<file path="src/rtl/clkbuf_pkg.sv">
package clkbuf_pkg;
  localparam int PAIRS = 12;
  localparam logic [7:0] LEN_VAL = 8'h09;
  localparam logic [3:0] LAST_POS = 4'd9;

  typedef enum logic [2:0] {
    S_IDLE, S_RX, S_RX_ACK, S_TX, S_TX_ACK, S_WAIT
  } bus_st_e;

  // Byte position counter that stops at its top value.
  function automatic logic [3:0] sat_inc(input logic [3:0] v);
    return (v == 4'hF) ? v : v + 4'd1;
  endfunction

  // Byte sent at read position pos: length first, then data, then 0xFF.
  function automatic logic [7:0] tx_pick(input logic [3:0] pos, input logic [7:0] data);
    if (pos == 4'd0) return LEN_VAL;
    else if (pos <= LAST_POS) return data;
    else return 8'hFF;
  endfunction

  // Readback of a register position.
  function automatic logic [7:0] reg_view(input logic [3:0] idx, input logic [PAIRS-1:0] en,
                                          input logic boost);
    case (idx)
      4'd6:    return {2'b00, boost, 1'b0, en[11:8]};
      4'd7:    return en[7:0];
      default: return 8'h00;
    endcase
  endfunction
endpackage

</file>
<file path="src/rtl/sbus_front.sv">
module sbus_front #(
  parameter int STAGES = 2
) (
  input  logic clk,
  input  logic rst_n,
  input  logic scl_i,
  input  logic sda_i,
  output logic sda_s,
  output logic scl_rise,
  output logic scl_fall,
  output logic start_evt,
  output logic stop_evt
);
  logic [STAGES-1:0] scl_sh, sda_sh;
  logic scl_d, sda_d, scl_c;

  always_ff @(posedge clk or negedge rst_n) begin
    if (!rst_n) begin
      scl_sh <= '1;
      sda_sh <= '1;
      scl_d  <= 1'b1;
      sda_d  <= 1'b1;
    end else begin
      scl_sh <= {scl_sh[STAGES-2:0], scl_i};
      sda_sh <= {sda_sh[STAGES-2:0], sda_i};
      scl_d  <= scl_sh[STAGES-1];
      sda_d  <= sda_sh[STAGES-1];
    end
  end

  assign scl_c     = scl_sh[STAGES-1];
  assign sda_s     = sda_sh[STAGES-1];
  assign scl_rise  = scl_c & ~scl_d;
  assign scl_fall  = ~scl_c & scl_d;
  assign start_evt = scl_c & scl_d & sda_d & ~sda_s;
  assign stop_evt  = scl_c & scl_d & ~sda_d & sda_s;
endmodule

</file>
<file path="src/rtl/sbus_engine.sv">
module sbus_engine import clkbuf_pkg::*; #(
  parameter logic [6:0] DEV_ADDR = 7'h69
) (
  input  logic       clk,
  input  logic       rst_n,
  input  logic       sda_s,
  input  logic       scl_rise,
  input  logic       scl_fall,
  input  logic       start_evt,
  input  logic       stop_evt,
  input  logic [7:0] rd_data,
  output logic [3:0] rd_idx,
  output logic       wr_stb,
  output logic [3:0] wr_idx,
  output logic [7:0] wr_data,
  output logic       sda_oe
);
  bus_st_e    st;
  logic [3:0] bitcnt;
  logic [7:0] sh;
  logic       is_addr, rd_mode, mack;
  logic [3:0] bidx;
  logic       byte_done, addr_hit;
  logic [3:0] nb;

  assign byte_done = (st == S_RX) && scl_fall && (bitcnt == 4'd8);
  assign addr_hit  = (sh[7:1] == DEV_ADDR);
  assign nb        = sat_inc(bidx);

  always_ff @(posedge clk or negedge rst_n) begin
    if (!rst_n) begin
      st <= S_IDLE; bitcnt <= '0; sh <= '0;
      is_addr <= 1'b0; rd_mode <= 1'b0; bidx <= '0; mack <= 1'b0;
    end else if (start_evt) begin
      st <= S_RX; bitcnt <= '0; is_addr <= 1'b1; bidx <= '0;
    end else if (stop_evt) begin
      st <= S_IDLE;
    end else begin
      case (st)
        S_RX: begin
          if (scl_rise && bitcnt < 4'd8) begin
            sh     <= {sh[6:0], sda_s};
            bitcnt <= bitcnt + 4'd1;
          end else if (byte_done) begin
            if (is_addr) begin
              st      <= addr_hit ? S_RX_ACK : S_WAIT;
              rd_mode <= sh[0];
            end else begin
              st   <= S_RX_ACK;
              bidx <= nb;
            end
          end
        end
        S_RX_ACK: if (scl_fall) begin
          bitcnt  <= '0;
          is_addr <= 1'b0;
          if (is_addr && rd_mode) begin
            st <= S_TX;
            sh <= tx_pick(4'd0, rd_data);
          end else begin
            st <= S_RX;
          end
        end
        S_TX: if (scl_fall) begin
          if (bitcnt == 4'd7) st <= S_TX_ACK;
          else begin
            sh     <= {sh[6:0], 1'b0};
            bitcnt <= bitcnt + 4'd1;
          end
        end
        S_TX_ACK: begin
          if (scl_rise) mack <= ~sda_s;
          if (scl_fall) begin
            if (mack) begin
              st <= S_TX; bitcnt <= '0; bidx <= nb;
              sh <= tx_pick(nb, rd_data);
            end else begin
              st <= S_WAIT;
            end
          end
        end
        default: ;
      endcase
    end
  end

  assign rd_idx  = bidx;
  assign wr_stb  = byte_done && !is_addr && (bidx >= 4'd2) && !start_evt && !stop_evt;
  assign wr_idx  = bidx - 4'd2;
  assign wr_data = sh;
  assign sda_oe  = (st == S_RX_ACK) || ((st == S_TX) && !sh[7]);


  start_abort_chk: assert property (@(posedge clk) disable iff (!rst_n)
    start_evt |=> (st == S_RX && bitcnt == 4'd0 && is_addr));

  stop_idle_chk: assert property (@(posedge clk) disable iff (!rst_n)
    (stop_evt && !start_evt) |=> (st == S_IDLE && !sda_oe));

  release_chk: assert property (@(posedge clk) disable iff (!rst_n)
    (st == S_TX_ACK && scl_fall && !mack && !start_evt && !stop_evt) |=> !sda_oe);

  tx_bits_chk: assert property (@(posedge clk) disable iff (!rst_n)
    (st == S_TX) |-> (bitcnt <= 4'd7));
endmodule

</file>
<file path="src/rtl/clk_regbank.sv">
module clk_regbank import clkbuf_pkg::*; (
  input  logic             clk,
  input  logic             rst_n,
  input  logic             wr_stb,
  input  logic [3:0]       wr_idx,
  input  logic [7:0]       wr_data,
  input  logic [3:0]       rd_idx,
  output logic [7:0]       rd_data,
  output logic [PAIRS-1:0] en_bits,
  output logic             boost
);
  logic [PAIRS-1:0] en_q;
  logic             boost_q;

  always_ff @(posedge clk or negedge rst_n) begin
    if (!rst_n) begin
      en_q    <= '1;
      boost_q <= 1'b0;
    end else if (wr_stb) begin
      if (wr_idx == 4'd7) en_q[7:0] <= wr_data;
      if (wr_idx == 4'd6) begin
        en_q[11:8] <= wr_data[3:0];
        boost_q    <= wr_data[5];
      end
    end
  end

  assign rd_data = reg_view(rd_idx, en_q, boost_q);
  assign en_bits = en_q;
  assign boost   = boost_q;


  hold_chk: assert property (@(posedge clk) disable iff (!rst_n)
    (!wr_stb || (wr_idx != 4'd6 && wr_idx != 4'd7)) |=> ($stable(en_q) && $stable(boost_q)));
endmodule

</file>
<file path="src/rtl/clkfan_ctl_slave.sv">
module clkfan_ctl_slave import clkbuf_pkg::*; #(
  parameter int         SYNC_STAGES = 2,
  parameter logic [6:0] DEV_ADDR    = 7'h69
) (
  input  logic             clk,
  input  logic             rst_n,
  input  logic             scl_i,
  input  logic             sda_i,
  output logic             sda_o,
  output logic             sda_oe,
  input  logic             pwr_dn_n,
  output logic [PAIRS-1:0] pair_en,
  output logic [PAIRS-1:0] pair_hiz,
  output logic             drive_boost
);
  logic sda_s, scl_rise, scl_fall, start_evt, stop_evt;
  logic [7:0] rd_data, wr_data;
  logic [3:0] rd_idx, wr_idx;
  logic wr_stb;
  logic [PAIRS-1:0] en_bits;

  sbus_front #(.STAGES(SYNC_STAGES)) u_front (
    .clk(clk), .rst_n(rst_n), .scl_i(scl_i), .sda_i(sda_i), .sda_s(sda_s),
    .scl_rise(scl_rise), .scl_fall(scl_fall), .start_evt(start_evt), .stop_evt(stop_evt));

  sbus_engine #(.DEV_ADDR(DEV_ADDR)) u_engine (
    .clk(clk), .rst_n(rst_n), .sda_s(sda_s), .scl_rise(scl_rise), .scl_fall(scl_fall),
    .start_evt(start_evt), .stop_evt(stop_evt), .rd_data(rd_data), .rd_idx(rd_idx),
    .wr_stb(wr_stb), .wr_idx(wr_idx), .wr_data(wr_data), .sda_oe(sda_oe));

  clk_regbank u_regs (
    .clk(clk), .rst_n(rst_n), .wr_stb(wr_stb), .wr_idx(wr_idx), .wr_data(wr_data),
    .rd_idx(rd_idx), .rd_data(rd_data), .en_bits(en_bits), .boost(drive_boost));

  assign sda_o = 1'b0;

  for (genvar g = 0; g < PAIRS; g++) begin : g_pair
    assign pair_en[g]  = en_bits[g] & pwr_dn_n;
    assign pair_hiz[g] = ~pwr_dn_n;
  end


  gate_chk: assert property (@(posedge clk) disable iff (!rst_n)
    (pair_en & ~en_bits) == '0);

  hiz_chk: assert property (@(posedge clk) disable iff (!rst_n)
    !pwr_dn_n |-> (pair_hiz == '1 && pair_en == '0));
endmodule

</file>
<file path="config.mk">
export PLATFORM = sky130hd
export DESIGN_NAME = clkfan_ctl_slave
export DESIGN_NICKNAME = d
export VERILOG_FILES = /design/src/rtl/clkbuf_pkg.sv /design/src/rtl/sbus_front.sv /design/src/rtl/sbus_engine.sv /design/src/rtl/clk_regbank.sv /design/src/rtl/clkfan_ctl_slave.sv
export SDC_FILE = /design/constraint.sdc
export NUM_CORES = 1
export LEC_CHECK = 0
export CELL_PAD_IN_SITES_DETAIL_PLACEMENT = 1
export CELL_PAD_IN_SITES_GLOBAL_PLACEMENT = 2
export CORE_UTILIZATION = 38
export DETAILED_ROUTE_END_ITERATION = 8
export PLACE_DENSITY = 0.9
export SETUP_SLACK_MARGIN = 0.05
export SYNTH_ARGS = -nofsm -noshare
export SYNTH_HDL_FRONTEND = slang
export SYNTH_SLANG_ARGS = --single-unit
</file>
<file path="constraint.sdc">
create_clock -name clk -period 3.91 [get_ports clk]
set_clock_uncertainty 0.2 [all_clocks]
set_input_delay 0.5865 -clock clk [delete_from_list [all_inputs] [get_ports clk]]
set_output_delay 0.5865 -clock clk [all_outputs]
set_load 0.01 [all_outputs]
</file>
==> flow_summary.ini, run 1 <==
[yosys]
yosysTopAreaCell = dfrtp_1
ys_ff_latch = 41
yosys_warnings = 0
ys.flop_type = dfrtp_1
synthTopCellsByArea = dfrtp_1, dfstp_2, mux2_1
syn_area_um2 = 2640
synthArstFlopShare_pct = 100
avgSynthCellArea_um2 = 10.0
ys_seq_area_share_pct = 39.7
synth_top_area_share_pct = 21.8
syn_inst = 263
syn_nets = 277
synth_edf_count = 0
yosysUniqueCellTypes = 62

[clock_network]
cts_tree = done
holdBufCountCts = 0
cts_sinks = 41
cts_setup_buffers = 0
htreeDepth = 2
cts.clk_slew.worst_paths_ps = 80
clk_path_buf_depth = 2
clk-insertion-delay-late_ps = 300
clockRootBuffer = clkbuf_8
cts_resized = 0
cts_buffers = 5

[layout]
fillers = 769
nNetsFinal = 290
antenna-diode-count = 0
areaGrowthSynthToFinish_pct = 13.5
drive_gt1_share_pct = 15.5
mostFrequentLayoutCell = clkdlybuf4s50_1
final_cells = 357
final_cell_mix = clkdlybuf4s50_1, dfrtp_1, dfstp_2

[place]
gp_congestion = 0.808
portBuffers = 30
dp_hpwl_um = 4570
place_inst = 349

[detailed_routing]
num_vias = 2028
drt-pass1-iter-count = 4
vias_per_cell = 5.68
wl_per_cell_um = 17.5
ant_nets = 0
wl_um = 6230
drtIter0Drc = 52
drc = 0

[flow_run]
cap_violations = 0

[sta]
final_hold_viol_count = 0
fin_crit_ps = 2840
drv_slew = 0
fin_tns_setup_ps = 0
rsz0062_at_grt = false
setup_viol = 0
layout_worst_path_cycle_share_pct = 72.5
slew_headroom_pct = 37.6
fmax_mhz = 353
max_slew.worst_pin.slew_ps = 936

[run_status]
status = finished, final reports clean

[die]
num_rows = 30
die_y_um = 85.4
die-area_um2 = 7290
core_um2 = 6760
fp.dieW_um = 85.4
ios = 32
start_util_pct = 39.1

[global_routing]
grt_pass1_vias = 2093
grt_max_degree = 42
grt_pass1_wl_um = 10600
antenna_found_initial = 0
grtUsageTotal_pct = 18.7
grt-ovfl-total = 0

[setup_path]
end_kind = primary output
worstPathMaxFanout = 13
critical_path_class = input pin to primary output
r2r_setup_slack_ps = 1230
critPathArrivalTime_ps = 2050
critPathRequiredTime_ps = 3120
cp-start-kind = input pin

[power_and_ir_drop]
powerDensity_nw_per_um2 = 454
leakagePower_nw = 1.27
vdd_drop_max_uv = 172

[min_path]
hp-class = register to register
synth_stat cells (4+ instances only):
master,number
dfrtp_1,23
dfstp_2,18
nand2_1,17
inv_1,15
and2_1,14
buf_4,14
mux2_1,13
a22oi_1,10
ha_1,9
nor2_1,9
a21oi_1,8
o21ai_0,8
mux2_4,7
nand3_1,7
clkbuf_1,6
nand2b_1,6
a31oi_1,4
and3_1,4
mux2i_1,4
o211ai_1,4
o22ai_1,4
final timing paths:
path / start / to / cells after the start
min: u_front.sda_sh[0]$_DFF_PN1_ / u_front.sda_sh[1]$_DFF_PN1_ / 0
max: pwr_dn_n / pair_hiz[1] / 3
max in group asynchronous: rst_n / u_engine.rd_idx[1]$_DFFE_PN0P_ / 1
min in group asynchronous: rst_n / u_engine.wr_data[2]$_DFFE_PN0P_ / 1
min reg2reg: u_front.sda_sh[0]$_DFF_PN1_ / u_front.sda_sh[1]$_DFF_PN1_ / 0
max reg2reg: u_engine.st[0]$_DFFE_PN0P_ / u_engine.wr_data[7]$_DFFE_PN0P_ / 5
area by class of cell:
class,instances,area (um^2),share of cell area (%)
inverters,15,56.3,1.88
clock buffers,5,68.8,2.30
repair buffers,30,295,9.85
flip-flops and latches,41,1050,35.0
multi-input cells,183,1380,46.1
clock inverters,3,46.3,1.54
well taps,80,100,3.34
critical path, stage by stage:
cell and delay, ps:
clkdlybuf4s50_1 560, inv_1 300, clkdlybuf4s50_1 600
logic make-up after synthesis:
kind of cell	share of synthesized area (%)
adders and majority gates	4.26
and+or+nand+nor	18.0
DFF	39.7
AOI/OAI and AO/OA	17.5
other	0.142
muxes	11.5
buffers and inverters	7.96
xor gates and xnor gates	0.995
power by group:
| part | switching, W | internal [W] |
|---|---|---|
| combinational | 0.000188 | 0.000216 |
| sequential | 0.000106 | 0.000500 |
| clock | 0.000161 | 0.000191 |
per-layer routing:
layer	up-vias	global-route usage (%)	part of all wire, %
li1	965	-	-
met1	1019	23.1	46
met2	36	32.8	50
met3	8	3.50	2.7
met4	0	6.21	1.4
met5	-	0	0
registers in the layout (all words and copies together), names as in the netlist:
signal and flops:
u_front.scl_sh 2, u_engine.st 3, u_regs.boost 1, u_engine.mack 1, u_engine.rd_idx 4, u_engine.bitcnt 4
u_front.sda_sh 2, u_front.sda_d 1, u_engine.wr_data 8, u_engine.is_addr 1, u_engine.rd_mode 1, u_front.scl_d 1
u_regs.en_bits 12
per-stage QoR:
stage	setup slack, ps	hold WS (ps)	total power [W]	area, um^2	utilization, %
6_report	1070	159	0.00136	3000	44.4
5_1_grt	939	161	0.00145	3000	44.4
4_1_cts	1040	160	0.00138	3000	44.4
3_5_place_dp	1040	147	0.00102	2880	42.7
3_3_place_gp	1090	146	0.00100	2880	42.7
2_1_floorplan	1810	90.9	0.000927	2640	-
Power figures use the tool's default switching activity.
==> run 2, diff against run 1 <==
--- a/config.mk
+++ b/config.mk
@@ -7,9 +7,9 @@
 export LEC_CHECK = 0
 export CELL_PAD_IN_SITES_DETAIL_PLACEMENT = 1
 export CELL_PAD_IN_SITES_GLOBAL_PLACEMENT = 2
-export CORE_UTILIZATION = 38
+export CORE_UTILIZATION = 32
 export DETAILED_ROUTE_END_ITERATION = 8
-export PLACE_DENSITY = 0.9
+export PLACE_DENSITY = 0.81
 export SETUP_SLACK_MARGIN = 0.05
 export SYNTH_ARGS = -nofsm -noshare
 export SYNTH_HDL_FRONTEND = slang
==> constraint.sdc (replaced) <==
create_clock -name clk -period 2.5 [get_ports clk]
set_clock_uncertainty 0.2 [all_clocks]
set_input_delay 0.375 -clock clk [delete_from_list [all_inputs] [get_ports clk]]
set_output_delay 0.375 -clock clk [all_outputs]
set_load 0.01 [all_outputs]
==> flow_summary.ini, run 2 (synthesized netlist as in run 1, its figures left out) <==
[run_status]
status = finished, final reports clean

[sta]
final_hold_viol_count = 0
layout_worst_path_cycle_share_pct = 94.0
max_slew.worst_pin.slew_ps = 794
fmax_mhz = 426
setup_ws_ps = 151
drv_slew = 0
fin_crit_ps = 2350
rsz0062_at_grt = false
setup_viol = 0
fin_tns_setup_ps = 0
slew_headroom_pct = 47.1

[detailed_routing]
ant_nets = 0
drtIter0Drc = 40
num_vias = 2037
vias_per_cell = 5.17
drt-pass1-iter-count = 5
drc = 0
wl_um = 6410
wl_per_cell_um = 16.3

[global_routing]
grt_pass1_vias = 2136
antenna_found_initial = 0
grt-ovfl-total = 0
grt_pass1_wl_um = 10700
grt_max_degree = 35
grtUsageTotal_pct = 15.7

[clock_network]
cts_buffers = 5
htreeDepth = 2
clk_path_buf_depth = 2
cts.clk_slew.worst_paths_ps = 80
cts_tree = done
clockRootBuffer = clkbuf_8
cts_sinks = 41
cts_setup_buffers = 0
clk-insertion-delay-late_ps = 300

[layout]
multi_input_area_um2 = 1390
largest_reg_flops = 12
mostFrequentLayoutCell = clkdlybuf4s50_1
seqCellArea_um2 = 1050
nNetsFinal = 305
antenna-diode-count = 0
fillers = 907
drive_gt1_share_pct = 20.5
areaGrowthSynthToFinish_pct = 18.2
final_cells = 394
final_cell_mix = clkdlybuf4s50_1, dfrtp_1, dfstp_2

[place]
portBuffers = 30
dp_hpwl_um = 4790
preCtsSetupSlack_ps = 137
gp_congestion = 0.821
place_inst = 385

[min_path]
hp-class = register to register
min_from = u_front.scl_sh[0]$_DFF_PN1_
holdPathStages = 0
hold_end = u_front.scl_sh[1]$_DFF_PN1_

[power_and_ir_drop]
leakagePower_nw = 1.34
power_switching_w = 0.000714
combPwrFrac_pct = 34.3
swShare_pct = 34.6
clockPowerShare_pct = 21.1
pwr-share-seq_pct = 44.6
vdd_drop_max_uv = 298
p_int_w = 0.00135
powerDensity_nw_per_um2 = 660

[setup_path]
r2r_setup_slack_ps = 240
path_cells = nand2b_1 -> a21oi_1 -> clkdlybuf4s50_1
critical_path_class = register to primary output
critPathBufInv = 1
cpMaxStageDelayCell = clkdlybuf4s50_1
worstPathMaxFanout = 9
r2r_cells = 8
critPathArrivalTime_ps = 1770
crit_family = buffers and inverters
end_kind = primary output
r2r_end = u_engine.wr_data[6]$_DFFE_PN0P_
rr_startpoint = u_engine.rd_idx[0]$_DFFE_PN0P_
critPathMaxStageDelay_ps = 550
critPathRequiredTime_ps = 1920
cp-start-kind = register

[flow_run]
cap_violations = 0

[die]
die_y_um = 92.9
num_rows = 32
die-area_um2 = 8620
fp.dieW_um = 92.9
core_um2 = 7850
start_util_pct = 33.7
ios = 32
==> run 2: changes by cell type in the layout (fill, tap and decap cells not counted), sizes merged <==
cell and change:
buf +14, bufinv -1, clkinv +1, dlygate4sd3 +1
==> run 2: metrics by stage <==
step | hold WS (ps) | util [%] | power, W | cell area (um^2)
after detailed placement | 148 | 38.4 | 0.00164 | 3020
final | 158 | 39.8 | 0.00206 | 3120
after floorplan | -121 | - | 0.00145 | 2640
after CTS | 160 | 39.7 | 0.00209 | 3110
after global placement | 146 | 38.4 | 0.00162 | 3020
after global routing | 162 | 39.8 | 0.00219 | 3120
==> run 2: power groups by stage <==
stage / clock, W / combinational (W) / sequential, W
floorplan: 0 / 0.000571 / 0.000878
global placement: 0 / 0.000688 / 0.000928
detailed placement: 0 / 0.000707 / 0.000934
CTS: 0.000454 / 0.000711 / 0.000923
global route: 0.000465 / 0.000776 / 0.000948
finish: 0.000435 / 0.000707 / 0.000920
==> run 2: worst max path at each step <==
stage / from / to / slack, ps / cells past startpoint
floorplan: u_front.scl_sh[1]$_DFF_PN1_ / u_engine.bitcnt[3]$_DFFE_PN0P_ / 400 / 6
global placement: pwr_dn_n / pair_en[11] / 200 / 4
detailed placement: u_engine.rd_idx[0]$_DFFE_PN0P_ / u_engine.wr_data[5]$_DFFE_PN0P_ / 140 / 7
CTS: u_engine.st[2]$_DFFE_PN0P_ / sda_oe / 120 / 3
global route: u_engine.st[2]$_DFFE_PN0P_ / sda_oe / 80 / 3
finish: u_engine.st[2]$_DFFE_PN0P_ / sda_oe / 150 / 3
==> run 2: final cells by class <==
cell class              count  share of cell area [%]
inverters                  15                    1.80
clock inverters             3                   0.561
clock buffers               5                    2.20
multi-input cells         183                    44.6
repair buffers             45                    13.1
flip-flops and latches     41                    33.6
well taps                 102                    4.09
==> run 2: routing by layer <==
metal  global-route usage, %  part of all wire, %  vias to the layer above
met1                    20.2                   47                     1011
met5                       0                    0                        -
li1                        -                    -                      988
met4                    3.08                 0.59                        0
met3                    2.46                  2.4                        4
met2                    27.9                   50                       34
==> run 2: repair_timing <==
item,4_1_cts,5_1_grt
resized for setup,0,3
endpoints found under the setup margin,0,9
endpoints found under the hold margin,23,0
hold buffers,1,0
